--- src/rtl/trig_seq_pkg.sv ---
// Package: shared constants and the register select encoding.
// Assumes a 2-bit select that addresses four pattern/qualifier registers.
package trig_seq_pkg;
    localparam int unsigned PIN_COUNT = 28;
    localparam int unsigned SEL_BITS  = 2;
    localparam int unsigned WORDS     = 2;

    typedef enum logic [SEL_BITS-1:0] {
        SEL_W1_DATA = 2'd0,
        SEL_W1_QUAL = 2'd1,
        SEL_W2_DATA = 2'd2,
        SEL_W2_QUAL = 2'd3
    } reg_sel_e;
endpackage

--- src/rtl/trig_shift_loader.sv ---
// Module: serial staging register plus the four pattern/qualifier registers.
// Bits enter MSB first. A load strobe copies the staged word into the register
// named by sel_i (data of word k at index 2k, qualifier at 2k+1).
// Assumes shift and load are not needed in the same cycle; shift_en_i and
// load_i act independently when both are high.
module trig_shift_loader #(
    parameter int unsigned W     = 28,
    parameter int unsigned SEL_W = 2,
    parameter int unsigned NWORD = 2
) (
    input  logic                        clk,
    input  logic                        rst_n,
    input  logic                        sdi_i,
    input  logic                        shift_en_i,
    input  logic                        load_i,
    input  logic [SEL_W-1:0]            sel_i,
    output logic [NWORD-1:0][W-1:0]     data_o,
    output logic [NWORD-1:0][W-1:0]     qual_o
);
    localparam int unsigned NREG = 2 * NWORD;

    logic [W-1:0]            stage_q;
    logic [NREG-1:0][W-1:0]  regs_q;

    // Staging register: shift left, new bit into the LSB.
    always_ff @(posedge clk) begin
        if (!rst_n)          stage_q <= '0;
        else if (shift_en_i) stage_q <= {stage_q[W-2:0], sdi_i};
    end

    // Register bank: copy the staged word into the selected entry on load.
    always_ff @(posedge clk) begin
        if (!rst_n)       regs_q <= '0;
        else if (load_i)  regs_q[sel_i] <= stage_q;
    end

    // Split the bank into per-word data and qualifier views.
    for (genvar k = 0; k < NWORD; k++) begin : g_view
        assign data_o[k] = regs_q[2*k];
        assign qual_o[k] = regs_q[2*k+1];
    end

    // the bit shifted in appears at the LSB one cycle later.
    assert_shift_lsb_R2: assert property (@(posedge clk) disable iff (!rst_n)
        shift_en_i |=> (stage_q[0] == $past(sdi_i)));

    // the rest of the word moves up by one position.
    assert_shift_up_R2: assert property (@(posedge clk) disable iff (!rst_n)
        shift_en_i |=> (stage_q[W-1:1] == $past(stage_q[W-2:0])));

    // without a load strobe the register bank holds.
    assert_bank_hold_R3: assert property (@(posedge clk) disable iff (!rst_n)
        !load_i |=> $stable(regs_q));
endmodule

--- src/rtl/trig_word_match.sv ---
// Module: masked comparison of the pin vector against one trigger word.
// Per bit, a qualifier of 1 compares the pin with the data bit and a qualifier
// of 0 makes the pin a don't-care. Purely combinational.
module trig_word_match #(
    parameter int unsigned W = 28
) (
    input  logic [W-1:0] pins_i,
    input  logic [W-1:0] data_i,
    input  logic [W-1:0] qual_i,
    output logic         match_o
);
    logic [W-1:0] bit_ok;

    // Per-pin acceptance: equal to expected value, or masked off.
    for (genvar b = 0; b < W; b++) begin : g_bit
        assign bit_ok[b] = ~(pins_i[b] ^ data_i[b]) | ~qual_i[b];
    end

    // Word matches only when every pin is accepted.
    always_comb match_o = &bit_ok;
endmodule

--- src/rtl/trig_seq_ctrl.sv ---
// Module: ordering state for the two words.
// Holds sticky seen flags and produces a one-cycle trigger pulse. Word 2 is
// considered only after the registered word-1 flag is set. Clear and
// start-of-test have priority over any match in the same cycle.
module trig_seq_ctrl (
    input  logic clk,
    input  logic rst_n,
    input  logic match1_i,
    input  logic match2_i,
    input  logic en_w1_i,
    input  logic en_w2_i,
    input  logic en_trig_i,
    input  logic clr_i,
    input  logic start_i,
    output logic seen1_o,
    output logic seen2_o,
    output logic trig_o
);
    logic wipe;
    logic hit1;
    logic hit2;

    // Event decode: wipe request, first-word hit, armed second-word hit.
    always_comb begin
        wipe = clr_i | start_i;
        hit1 = en_w1_i & match1_i & ~seen1_o;
        hit2 = en_w2_i & match2_i & seen1_o & ~seen2_o;
    end

    // Word-1 sticky flag.
    always_ff @(posedge clk) begin
        if (!rst_n || wipe) seen1_o <= 1'b0;
        else if (hit1)      seen1_o <= 1'b1;
    end

    // Word-2 sticky flag.
    always_ff @(posedge clk) begin
        if (!rst_n || wipe) seen2_o <= 1'b0;
        else if (hit2)      seen2_o <= 1'b1;
    end

    // Trigger pulse: one cycle on the word-2 event when enabled.
    always_ff @(posedge clk) begin
        if (!rst_n || wipe) trig_o <= 1'b0;
        else                trig_o <= hit2 & en_trig_i;
    end

    // seen2 can only rise when seen1 was already set.
    assert_order_R6: assert property (@(posedge clk) disable iff (!rst_n)
        $rose(seen2_o) |-> $past(seen1_o));

    // the trigger never lasts beyond one cycle.
    assert_trig_single_R7: assert property (@(posedge clk) disable iff (!rst_n)
        trig_o |=> !trig_o);

    // the trigger coincides with the rise of seen2.
    assert_trig_with_seen2_R7: assert property (@(posedge clk) disable iff (!rst_n)
        trig_o |-> $rose(seen2_o));

    // clear or start empties every output on the next cycle.
    assert_wipe_R9: assert property (@(posedge clk) disable iff (!rst_n)
        (clr_i || start_i) |=> (!seen1_o && !seen2_o && !trig_o));

    // seen1 is sticky when no wipe is requested.
    assert_sticky1_R9: assert property (@(posedge clk) disable iff (!rst_n)
        (seen1_o && !clr_i && !start_i) |=> seen1_o);

    // seen1 cannot rise while word-1 evaluation is disabled.
    assert_en1_R10: assert property (@(posedge clk) disable iff (!rst_n)
        !en_w1_i |=> !$rose(seen1_o));
endmodule

--- src/rtl/trig_seq.sv ---
// Module: top of the two-word masked trigger sequencer.
// Ties the serial loader, one comparator per word and the ordering control
// together. Assumes pins_i is already synchronous to clk.
module trig_seq
    import trig_seq_pkg::*;
#(
    parameter int unsigned PINS = PIN_COUNT
) (
    input  logic                clk,
    input  logic                rst_n,
    input  logic [PINS-1:0]     pins_i,
    input  logic                sdi_i,
    input  logic                shift_en_i,
    input  logic                load_i,
    input  logic [SEL_BITS-1:0] sel_i,
    input  logic                en_w1_i,
    input  logic                en_w2_i,
    input  logic                en_trig_i,
    input  logic                clr_i,
    input  logic                start_i,
    output logic                seen1_o,
    output logic                seen2_o,
    output logic                trig_o
);
    logic [WORDS-1:0][PINS-1:0] data_w;
    logic [WORDS-1:0][PINS-1:0] qual_w;
    logic [WORDS-1:0]           match_w;

    trig_shift_loader #(.W(PINS), .SEL_W(SEL_BITS), .NWORD(WORDS)) u_loader (
        .clk        (clk),
        .rst_n      (rst_n),
        .sdi_i      (sdi_i),
        .shift_en_i (shift_en_i),
        .load_i     (load_i),
        .sel_i      (sel_i),
        .data_o     (data_w),
        .qual_o     (qual_w)
    );

    // One comparator per trigger word.
    for (genvar k = 0; k < WORDS; k++) begin : g_cmp
        trig_word_match #(.W(PINS)) u_match (
            .pins_i  (pins_i),
            .data_i  (data_w[k]),
            .qual_i  (qual_w[k]),
            .match_o (match_w[k])
        );
    end

    trig_seq_ctrl u_ctrl (
        .clk       (clk),
        .rst_n     (rst_n),
        .match1_i  (match_w[0]),
        .match2_i  (match_w[1]),
        .en_w1_i   (en_w1_i),
        .en_w2_i   (en_w2_i),
        .en_trig_i (en_trig_i),
        .clr_i     (clr_i),
        .start_i   (start_i),
        .seen1_o   (seen1_o),
        .seen2_o   (seen2_o),
        .trig_o    (trig_o)
    );

    // out of reset all status outputs are low.
    assert_reset_R1: assert property (@(posedge clk)
        !rst_n |=> (!seen1_o && !seen2_o && !trig_o));
endmodule

--- config.mk ---
export PLATFORM = sky130hd
export DESIGN_NAME = trig_seq
export DESIGN_NICKNAME = d
export VERILOG_FILES = /design/src/rtl/trig_seq_pkg.sv /design/src/rtl/trig_shift_loader.sv /design/src/rtl/trig_word_match.sv /design/src/rtl/trig_seq_ctrl.sv /design/src/rtl/trig_seq.sv
export SDC_FILE = /design/constraint.sdc
export NUM_CORES = 1
export LEC_CHECK = 0
export BUFFER_PORTS_ARGS = -buffer_cell sky130_fd_sc_hd__buf_4
export CAP_MARGIN = 10
export CORE_MARGIN = 8
export CORE_UTILIZATION = 23
export CTS_CLUSTER_DIAMETER = 200
export DETAILED_ROUTE_END_ITERATION = 7
export SLEW_MARGIN = 20
export SYNTH_ARGS = -nofsm -noshare
export SYNTH_HDL_FRONTEND = slang
export SYNTH_HIERARCHICAL = 1
export SYNTH_SLANG_ARGS = --single-unit
--- constraint.sdc ---
create_clock -name clk -period 1.75 [get_ports clk]
set_clock_uncertainty 0.2 [all_clocks]
set_input_delay 0.2625 -clock clk [delete_from_list [all_inputs] [get_ports clk]]
set_output_delay 0.2625 -clock clk [all_outputs]
set_load 0.02 [all_outputs]
==> impl_metrics.ini, run 1 <==
[floorplan]
design.die.area_um2 = 32100
die_x_um = 179
core_um2 = 26100
start_util_pct = 23.5
io_pins = 43
num_rows = 59
die_h_um = 179

[synthesis]
yosysSeqAreaShare_pct = 46.8
synth.avg_cell_area_um2 = 10.3
synth_nets = 631
syn_inst = 591
synth.distinct_cells = 21
yosys_warnings = 6
ys_top_cells_by_area = dfxtp_1, mux2i_1, nand2_1
async_flop_share_pct = 0
synth_area_um2 = 6120
synth_top_area_share_pct = 46.8
synth_edf_count = 0
ys.flop_type = dfxtp_1
netlist_top_cells_count = dfxtp_1, nand2_1, mux2i_1
yosysTopAreaCell = dfxtp_1
synth_seq_cells = 143
synth_most_common_cell = dfxtp_1

[critical_path]
crit_slowest_cell = dfxtp_1
worst_setup_path_start_kind = flip-flop
crit_buf_inv = 0
cp_top_family = simple AND/OR/NAND/NOR gates
worstPathArrival_ns = 1.91
reg2reg_to = u_ctrl/trig_o$_SDFF_PP0_
cp_cell_sequence = xor2_1 -> a22oi_2 -> nand4_1 -> nor4_4 -> nand3_2 -> nor4_2
worstPathMaxFanout = 2
worstSetupEndpointType = flip-flop
worst-r2r-setup-slack_ns = -0.02
critPathKind = reg -> reg
reg2reg_from = u_loader/data_o[33]$_SDFFE_PN0P_
required_ns = 1.88
slowest_delay_ns = 0.32
worstRegToRegCells = 6

[final_layout]
antenna_cells = 0
fin_cells = 981
drive_above_1_share_pct = 16.3
nNetsFinal = 673
area_growth_pct = 23.4
fillers = 2667

[timing]
tightest_slew_ns = 0.518
fin_crit_sh_pct = 101
fin_crit_ns = 1.77
layout_setup_ws_ns = -0.0211
setup_viol = 2
finalMaxSlewViolations = 0
setup_tns_ns = -0.0319
rsz0062_at_grt = yes
max_freq_mhz = 565
slew-limit-headroom_pct = 65.5
finalHoldViolations = 0

[route]
wl_per_cell_um = 13.9
ant_nets = 0
dr.pass1.iters = 4
drt_wl_total_mm = 13.6
drt_iter0_drc = 190
detail_route.vias_per_cell = 4.10
dr_total_vias = 4020
drc = 0

[clocking]
clk_latency_ns = 0.41
cts_buffer_depth = 2
cts-root-buf = clkbuf_16
clk_pin_slew_ns = 0.06
cts_tree = built
cts_setup_buffers = 0
cts.sinks = 143
cts_buffers = 17
ctsHtreeMaxLevel = 4

[placed_design]
place_ws_ns = -0.275
gp_congestion = 0.710
place.detailed.hpwl_mm = 9.04
dp.cells = 943
io_buffers = 42

[hold_path]
min_to = u_ctrl/trig_o$_SDFF_PP0_
min_delay_path_depth = 3
hold_class = in -> reg
hold_start = rst_n

[global_routing]
first_global_vias = 4077
grt_first_pass_wirelength_mm = 21.6
overflow = 0
grt_util_all_layers_pct = 8.80
grt_antenna_before_repair = 0
grt_max_degree = 94

[power]
p_sw_uw = 1540
irDropWorstVdd_mv = 0.519
swShare_pct = 19.7
powerDensity_nw_per_um2 = 1040
p_comb_share_pct = 5.1
clockPowerShare_pct = 53.3
p_int_uw = 6310
p_seq_share_pct = 41.6
p_leak_uw = 0.00334

[outcome]
status = finished, violations left
violations = negative setup slack

[job]
drv_cap = 0
worst register-to-register path, cell delays in order, from the launching register on:
cell and delay (ns):
dfxtp_1 0.32, xor2_1 0.17, a22oi_2 0.28, nand4_1 0.24, nor4_4 0.24, nand3_2 0.12, nor4_2 0.13
how the worst max path moves through the flow:
stage | startpoint | depth (start not counted) | slack [ns] | endpoint
floorplan | u_loader/data_o[48]$_SDFFE_PN0P_ | 6 | 0.24 | u_ctrl/trig_o$_SDFF_PP0_
global placement | pins_i[5] | 7 | -0.26 | u_ctrl/seen2_o$_SDFFE_PP0P_
detailed placement | pins_i[5] | 7 | -0.28 | u_ctrl/trig_o$_SDFF_PP0_
CTS | u_loader/data_o[50]$_SDFFE_PN0P_ | 6 | -0.06 | u_ctrl/trig_o$_SDFF_PP0_
global route | u_loader/data_o[50]$_SDFFE_PN0P_ | 6 | -0.12 | u_ctrl/trig_o$_SDFF_PP0_
finish | u_loader/data_o[33]$_SDFFE_PN0P_ | 6 | -0.02 | u_ctrl/trig_o$_SDFF_PP0_
power by group through the flow:
stage	logic, uW	registers, uW	clock network, uW
floorplan	251	3340	0
global placement	388	3340	0
detailed placement	388	3340	0
CTS	404	3270	4310
global route	432	3270	4430
finish	401	3270	4180
stage by stage:
step / util [%] / instance area (um^2) / hold slack (ns) / total power, uW
finish: 29.0 / 7540 / 0.105 / 7850
global route: 29.0 / 7540 / 0.109 / 8130
CTS: 28.8 / 7500 / 0.0925 / 7980
detailed placement: 25.7 / 6700 / 0.252 / 3730
global placement: 25.7 / 6700 / 0.244 / 3730
floorplan: - / 6120 / 0.197 / 3590
cell type report:
class	instances	area (um^2)	area share [%]
multi-input cells	412	3040	40.2
flip-flops and latches	143	2870	38.0
repair buffers	57	518	6.87
clock buffers	22	494	6.55
well taps	335	419	5.56
clock inverters	10	204	2.70
inverters	2	7.51	0.0995
flip-flops by register name, indices dropped and copies added (netlist names):
signal and flops:
u_loader/data_o 56, u_ctrl/seen2_o 1, u_loader/stage_q 28, u_ctrl/seen1_o 1, u_loader/qual_o 56, u_ctrl/trig_o 1
layer usage:
metal / track usage [%] / up-vias / share of wire (%)
li1: - / 2078 / -
met1: 11.2 / 1892 / 49
met2: 13.9 / 41 / 47
met3: 2.80 / 9 / 3.0
met4: 2.96 / 0 / 0.97
met5: 0 / - / 0
cell families (layout without fill, tap and decap cells):
family | Yosys count | in the layout | synth area share, %
AOI/OAI and AO/OA | 30 | 30 | 3.60
xor gates and xnor gates | 56 | 56 | 8.02
buffers and inverters | 36 | 91 | 5.03
DFF | 143 | 143 | 46.8
muxes | 140 | 140 | 22.9
and+or+nand+nor | 186 | 186 | 13.6
repair_timing:
action | CTS | global route
resized for setup | 8 | 10
endpoints found under the setup margin | 3 | 3
pin swaps | 11 | 5
hold buffers | 6 | 0
hold endpoints to repair | 4 | 0
cells in the final DEF, fill, tap and decap left out, drive strengths merged:
master       count
nand3            2
or3b             1
nor3b            1
nand4            6
nor2             1
a21oi            2
nor2b           28
a22oi           28
dfxtp          143
bufinv           6
buf             51
clkbuf          22
inv              2
clkinv           4
nor4             3
mux2i          140
dlygate4sd3      6
nand3b           2
nand2          142
xor2            56
Power figures use the tool's default switching activity.
==> run 2, diff against run 1 <==
--- a/config.mk
+++ b/config.mk
@@ -5,10 +5,12 @@
 export SDC_FILE = /design/constraint.sdc
 export NUM_CORES = 1
 export LEC_CHECK = 0
-export BUFFER_PORTS_ARGS = -buffer_cell sky130_fd_sc_hd__buf_4
+export ABC_AREA = 1
+export BUFFER_PORTS_ARGS = -buffer_cell sky130_fd_sc_hd__buf_2
 export CAP_MARGIN = 10
 export CORE_MARGIN = 8
 export CORE_UTILIZATION = 23
+export CTS_BUF_LIST = sky130_fd_sc_hd__clkbuf_8
 export CTS_CLUSTER_DIAMETER = 200
 export DETAILED_ROUTE_END_ITERATION = 7
 export SLEW_MARGIN = 20
==> run 2 against run 1 <==
Global-route usage up 0.92 points. Core utilization decreased by 1.7 points. Maximum frequency rose by 4.3%. Via count grew 54%. Area after synthesis grew 11%. Synthesized cell count rose by 89%. Largest power group is now sequential cells. Hold slack better by 0.12 ns. Clock power shrank 33%. Sequential power grew 8.9%. The run now ends clean.
==> impl_metrics.ini, run 2 <==
[route]
dr_total_vias = 6184
drc = 0
detail_route.vias_per_cell = 3.99
wl_per_cell_um = 10.9
ant_nets = 0
dr.pass1.iters = 5
drt_wl_total_mm = 16.9
drt_iter0_drc = 443

[floorplan]
core_um2 = 29400
die_h_um = 188
die_x_um = 188
design.die.area_um2 = 35400
num_rows = 63
io_pins = 43
start_util_pct = 23.1

[synthesis]
synth_nets = 1157
yosysSeqAreaShare_pct = 42.1
synth.avg_cell_area_um2 = 6.09
ys.flop_type = dfxtp_1
syn_inst = 1117
synth_most_common_cell = nand2_1
async_flop_share_pct = 0
synth_area_um2 = 6810
synth_edf_count = 0
synth.distinct_cells = 11
synth_top_area_share_pct = 42.1
yosys_warnings = 6
synth_seq_cells = 143
yosysTopAreaCell = dfxtp_1
ys_top_cells_by_area = dfxtp_1, nand2_1, nor2_1
netlist_top_cells_count = nand2_1, nor2_1, inv_1

[global_routing]
grt_util_all_layers_pct = 9.72
grt_antenna_before_repair = 2
grt_first_pass_wirelength_mm = 27.8
overflow = 0
grt_max_degree = 57
first_global_vias = 5548

[timing]
slew-limit-headroom_pct = 73.2
finalHoldViolations = 0
setup_viol = 0
finalMaxSlewViolations = 0
fin_crit_ns = 1.70
tightest_slew_ns = 0.402
fin_crit_sh_pct = 97.0
max_freq_mhz = 589
setup_tns_ns = 0
rsz0062_at_grt = no

[critical_path]
worstPathMaxFanout = 24
cp-startpoint = rst_n
worst_setup_path_start_kind = input pin
critPathKind = in -> reg
worstSetupEndpointType = flip-flop
reg2reg_from = u_loader/data_o[47]$_SDFFE_PN0P_
required_ns = 1.94
worstPathArrival_ns = 1.88

[final_layout]
layout.cells.most_common = nand2_1
antenna_cells = 0
drive_above_1_share_pct = 8.20
regArea_um2 = 2870
final_cell_mix = nand2_1, nor2_1, inv_1
nNetsFinal = 1188
multiInputGateArea_um2 = 3130
area_growth_pct = 17.7
fillers = 3240

[hold_path]
hold_start = load_i
hold_class = in -> reg

[placed_design]
io_buffers = 42
gp_congestion = 0.738
place.detailed.hpwl_mm = 11.1

[power]
p_leak_uw = 0.00399
totalPowerFinal_uw = 7210
powerDensity_nw_per_um2 = 900
irDropWorstVdd_mv = 0.405

[job]
drv_cap = 0

[outcome]
status = finished clean

[clocking]
clk_latency_ns = 0.45
cts.sinks = 143
cts_setup_buffers = 0
cts-root-buf = clkbuf_8
clk_pin_slew_ns = 0.09
ctsHtreeMaxLevel = 4
cts_buffer_depth = 2
cts_buffers = 17
cts_tree = built
## run 2: cell types whose count changed after synthesis, moves of 56 or more
cell / delta
nand2_1: +181
nor2_1: +262
a21oi_1: +56
nand3_1: +67
xor2_1: -56
mux2i_1: -140
inv_1: +162
## run 2: kinds of logic after synthesis
kind of cell           after synthesis  share of synthesized area, %
and+or+nand+nor                    673                          39.2
buffers and inverters              215                          12.5
DFF                                143                          42.1
AOI/OAI and AO/OA                   86                          6.32
## run 2: worst paths after layout
check | to | slack [ns] | depth (start not counted)
setup / recovery | u_ctrl/trig_o$_SDFF_PP0_ | 0.05 | 5
hold / removal | u_loader/data_o[6]$_SDFFE_PN0P_ | 0.23 | 4
setup reg to reg | u_ctrl/seen2_o$_SDFFE_PP0P_ | 0.11 | 9
hold reg to reg | u_ctrl/seen2_o$_SDFFE_PP0P_ | 0.29 | 2
## run 2: worst max-delay path, cell delays in order
cell and delay [ns]:
dlygate4sd3_1 0.53, buf_4 0.33, nand3_1 0.12, dlygate4sd3_1 0.57
nor2_1 0.08
## run 2: timing repair
action	in CTS	in global routing
endpoints found under the setup margin	0	2
resized for setup	0	6
hold buffers	9	0
endpoints found under the hold margin	23	0
## run 2: per-stage QoR
| stage | util [%] | hold WS (ns) | cells | setup slack, ns | area [um^2] |
|---|---|---|---|---|---|
| 4_1_cts | 27.2 | 0.203 | 1549 | 0.0660 | 8000 |
| 3_3_place_gp | 25.5 | 0.260 | 1510 | 0.0262 | 7500 |
| 5_1_grt | 27.2 | 0.220 | 1549 | 0.000344 | 8010 |
| 6_report | 27.2 | 0.227 | 1549 | 0.0525 | 8010 |
| 2_1_floorplan | - | 0.195 | 1117 | 0.385 | 6810 |
| 3_5_place_dp | 25.5 | 0.273 | 1510 | 0.0458 | 7500 |
## run 2: report_power, final
group          switching (uW)  total, uW  internal (uW)  leakage, uW
registers                 133       3560           3430      0.00117
clock network            1260       2780           1520     0.000212
logic                     531        865            334      0.00261
## run 2: layer usage
| layer | routed length [um] | vias to the layer above | GRT usage, % |
|---|---|---|---|
| met2 | 7910 | 66 | 16.5 |
| met4 | 210 | 4 | 3.18 |
| met1 | 8170 | 2706 | 12.0 |
| li1 | - | 3388 | - |
| met3 | 598 | 20 | 2.19 |
| met5 | 25 | - | 0 |
## run 2: area by class of cell
cell class	count	share of cell area, %
clock inverter	13	2.17
multi-input combinational	759	39.1
inverter	164	7.68
tap	390	6.09
timing repair buffer	63	6.31
clock buffer	17	2.92
sequential	143	35.8
==> run 3, diff against run 2 <==
--- a/config.mk
+++ b/config.mk
@@ -5,7 +5,6 @@
 export SDC_FILE = /design/constraint.sdc
 export NUM_CORES = 1
 export LEC_CHECK = 0
-export ABC_AREA = 1
 export BUFFER_PORTS_ARGS = -buffer_cell sky130_fd_sc_hd__buf_2
 export CAP_MARGIN = 10
 export CORE_MARGIN = 8
==> run 3 against run 2 <==
Largest power group unchanged. The run now ends with negative setup slack left. Design area down 9.8%. Clock-buffer cell count stayed put. Non-clock buffer count up 2. Die area decreased by 9.3%. Setup slack lost 0.098 ns. Cell count is 36% lower.
==> impl_metrics.ini, run 3 (same netlist as run 1, synthesis figures left out) <==
[timing]
fin_crit_sh_pct = 103
hold_ws_ns = 0.0991
fin_crit_ns = 1.80
finalMaxSlewViolations = 0
rsz0062_at_grt = yes
setup_viol = 2
tightest_slew_ns = 0.298
layout_setup_ws_ns = -0.0457
slew-limit-headroom_pct = 80.0
finalHoldViolations = 0
max_freq_mhz = 557

[route]
ant_nets = 0
drt_wl_total_mm = 13.3
drt_iter0_drc = 196
dr_total_vias = 4071
dr.max_layer_used = met5
met2_length_mm = 6.25
detail_route.vias_per_cell = 4.12
wl_per_cell_um = 13.5
wl_met1_mm = 6.36
route.met3.wl_um = 533
drc = 0
dr.pass1.iters = 4

[outcome]
status = finished, violations left
violations = negative setup slack

[global_routing]
grt_util_all_layers_pct = 8.69
first_global_vias = 4115
grt_max_degree = 69
overflow = 0
grt_first_pass_wirelength_mm = 21.6
grt_antenna_before_repair = 3

[placed_design]
dp.cells = 951
place.detailed.hpwl_mm = 9.10
io_buffers = 42
gp_congestion = 0.719

[critical_path]
required_ns = 1.91
worstPathArrival_ns = 1.96
critPathKind = reg -> reg
worstPathMaxFanout = 2
worstSetupEndpointType = flip-flop
worst_setup_path_start_kind = flip-flop

[final_layout]
drive_above_1_share_pct = 16.7
area_growth_pct = 18.2
fin_cells = 989
postLayoutCoreUtil_pct = 27.7
final_cell_mix = nand2_1, dfxtp_1, mux2i_1
antenna_cells = 0
nNetsFinal = 681

[floorplan]
design.die.area_um2 = 32100
core_um2 = 26100
start_util_pct = 23.5
die_x_um = 179
io_pins = 43
die_h_um = 179
num_rows = 59

[clocking]
clk_latency_ns = 0.44
clk_pin_slew_ns = 0.08
cts_tree = built
cts.sinks = 143
cts_buffer_depth = 2
ctsHtreeMaxLevel = 4
cts_buffers = 17
cts-root-buf = clkbuf_8

[hold_path]
hold_class = in -> reg

[power]
p_leak_uw = 0.00322
irDropWorstVdd_mv = 0.374
powerDensity_nw_per_um2 = 883

[job]
drv_cap = 0
-- run 3: cell types whose count changed in the layout (fill, tap and decap cells not counted), sizes merged, moves of 6 or more --
| cell | before | now |
|---|---|---|
| nor2 | 263 | 1 |
| nand2 | 323 | 142 |
| inv | 165 | 7 |
| mux2i | 0 | 140 |
| nand3 | 71 | 2 |
| a21oi | 58 | 2 |
| xor2 | 0 | 56 |
| a22oi | 0 | 28 |
| nor2b | 0 | 28 |
| o21ai | 28 | 0 |
| or2 | 16 | 0 |
| nand4 | 0 | 6 |
-- run 3: report_power, final --
| group | internal (uW) | leakage (uW) | switching [uW] |
|---|---|---|---|
| Clock | 1430 | 0.000212 | 1300 |
| Sequential | 3260 | 0.00115 | 4.37 |
| Combinational | 175 | 0.00186 | 216 |
-- run 3: through the flow --
step	setup WS, ns	area, um^2	TNS, ns	power, uW
after CTS	-0.0724	7210	-0.126	6470
after global placement	-0.250	6670	-0.600	3710
after detailed placement	-0.292	6670	-0.721	3720
after floorplan	0.242	6120	0	3590
after global routing	-0.149	7230	-0.285	6660
final	-0.0457	7230	-0.0756	6380
-- run 3: worst paths after layout --
kind                               startpoint                          endpoint  slack, ns  depth (start not counted)
max reg2reg  u_loader/data_o[36]$_SDFFE_PN0P_          u_ctrl/trig_o$_SDFF_PP0_      -0.05                          6
min                                     rst_n       u_ctrl/seen2_o$_SDFFE_PP0P_        0.1                          3
max          u_loader/data_o[36]$_SDFFE_PN0P_          u_ctrl/trig_o$_SDFF_PP0_      -0.05                          6
min reg2reg  u_loader/qual_o[53]$_SDFFE_PN0P_  u_loader/qual_o[53]$_SDFFE_PN0P_       0.26                          2
-- run 3: area by class of cell --
cell class	instances	area, um^2
sequential	143	2860
fill	2706	18800
tap	335	419
timing repair buffer	65	488
clock buffer	17	234
multi-input combinational	412	3030
clock inverter	15	183
inverter	2	7.51
-- run 3: repair_timing --
item,CTS,global route
hold buffers,6,0
gates resized for setup,12,3
setup buffers,0,0
endpoints found under the hold margin,4,0
pin swaps,12,7
endpoints found under the setup margin,3,3
-- run 3: worst max-delay path, stage by stage (launching register included) --
cell     delay, ns
dfxtp_1       0.33
xor2_1        0.16
a22oi_1       0.27
nand4_1       0.23
nor4_4        0.27
nand3_2       0.13
nor4_2        0.12
-- run 3: layer usage --
layer	global-route usage (%)	vias to the layer above
met5	0	-
met1	10.8	1905
met4	2.79	6
met3	2.89	19
li1	-	2100
met2	14.0	41
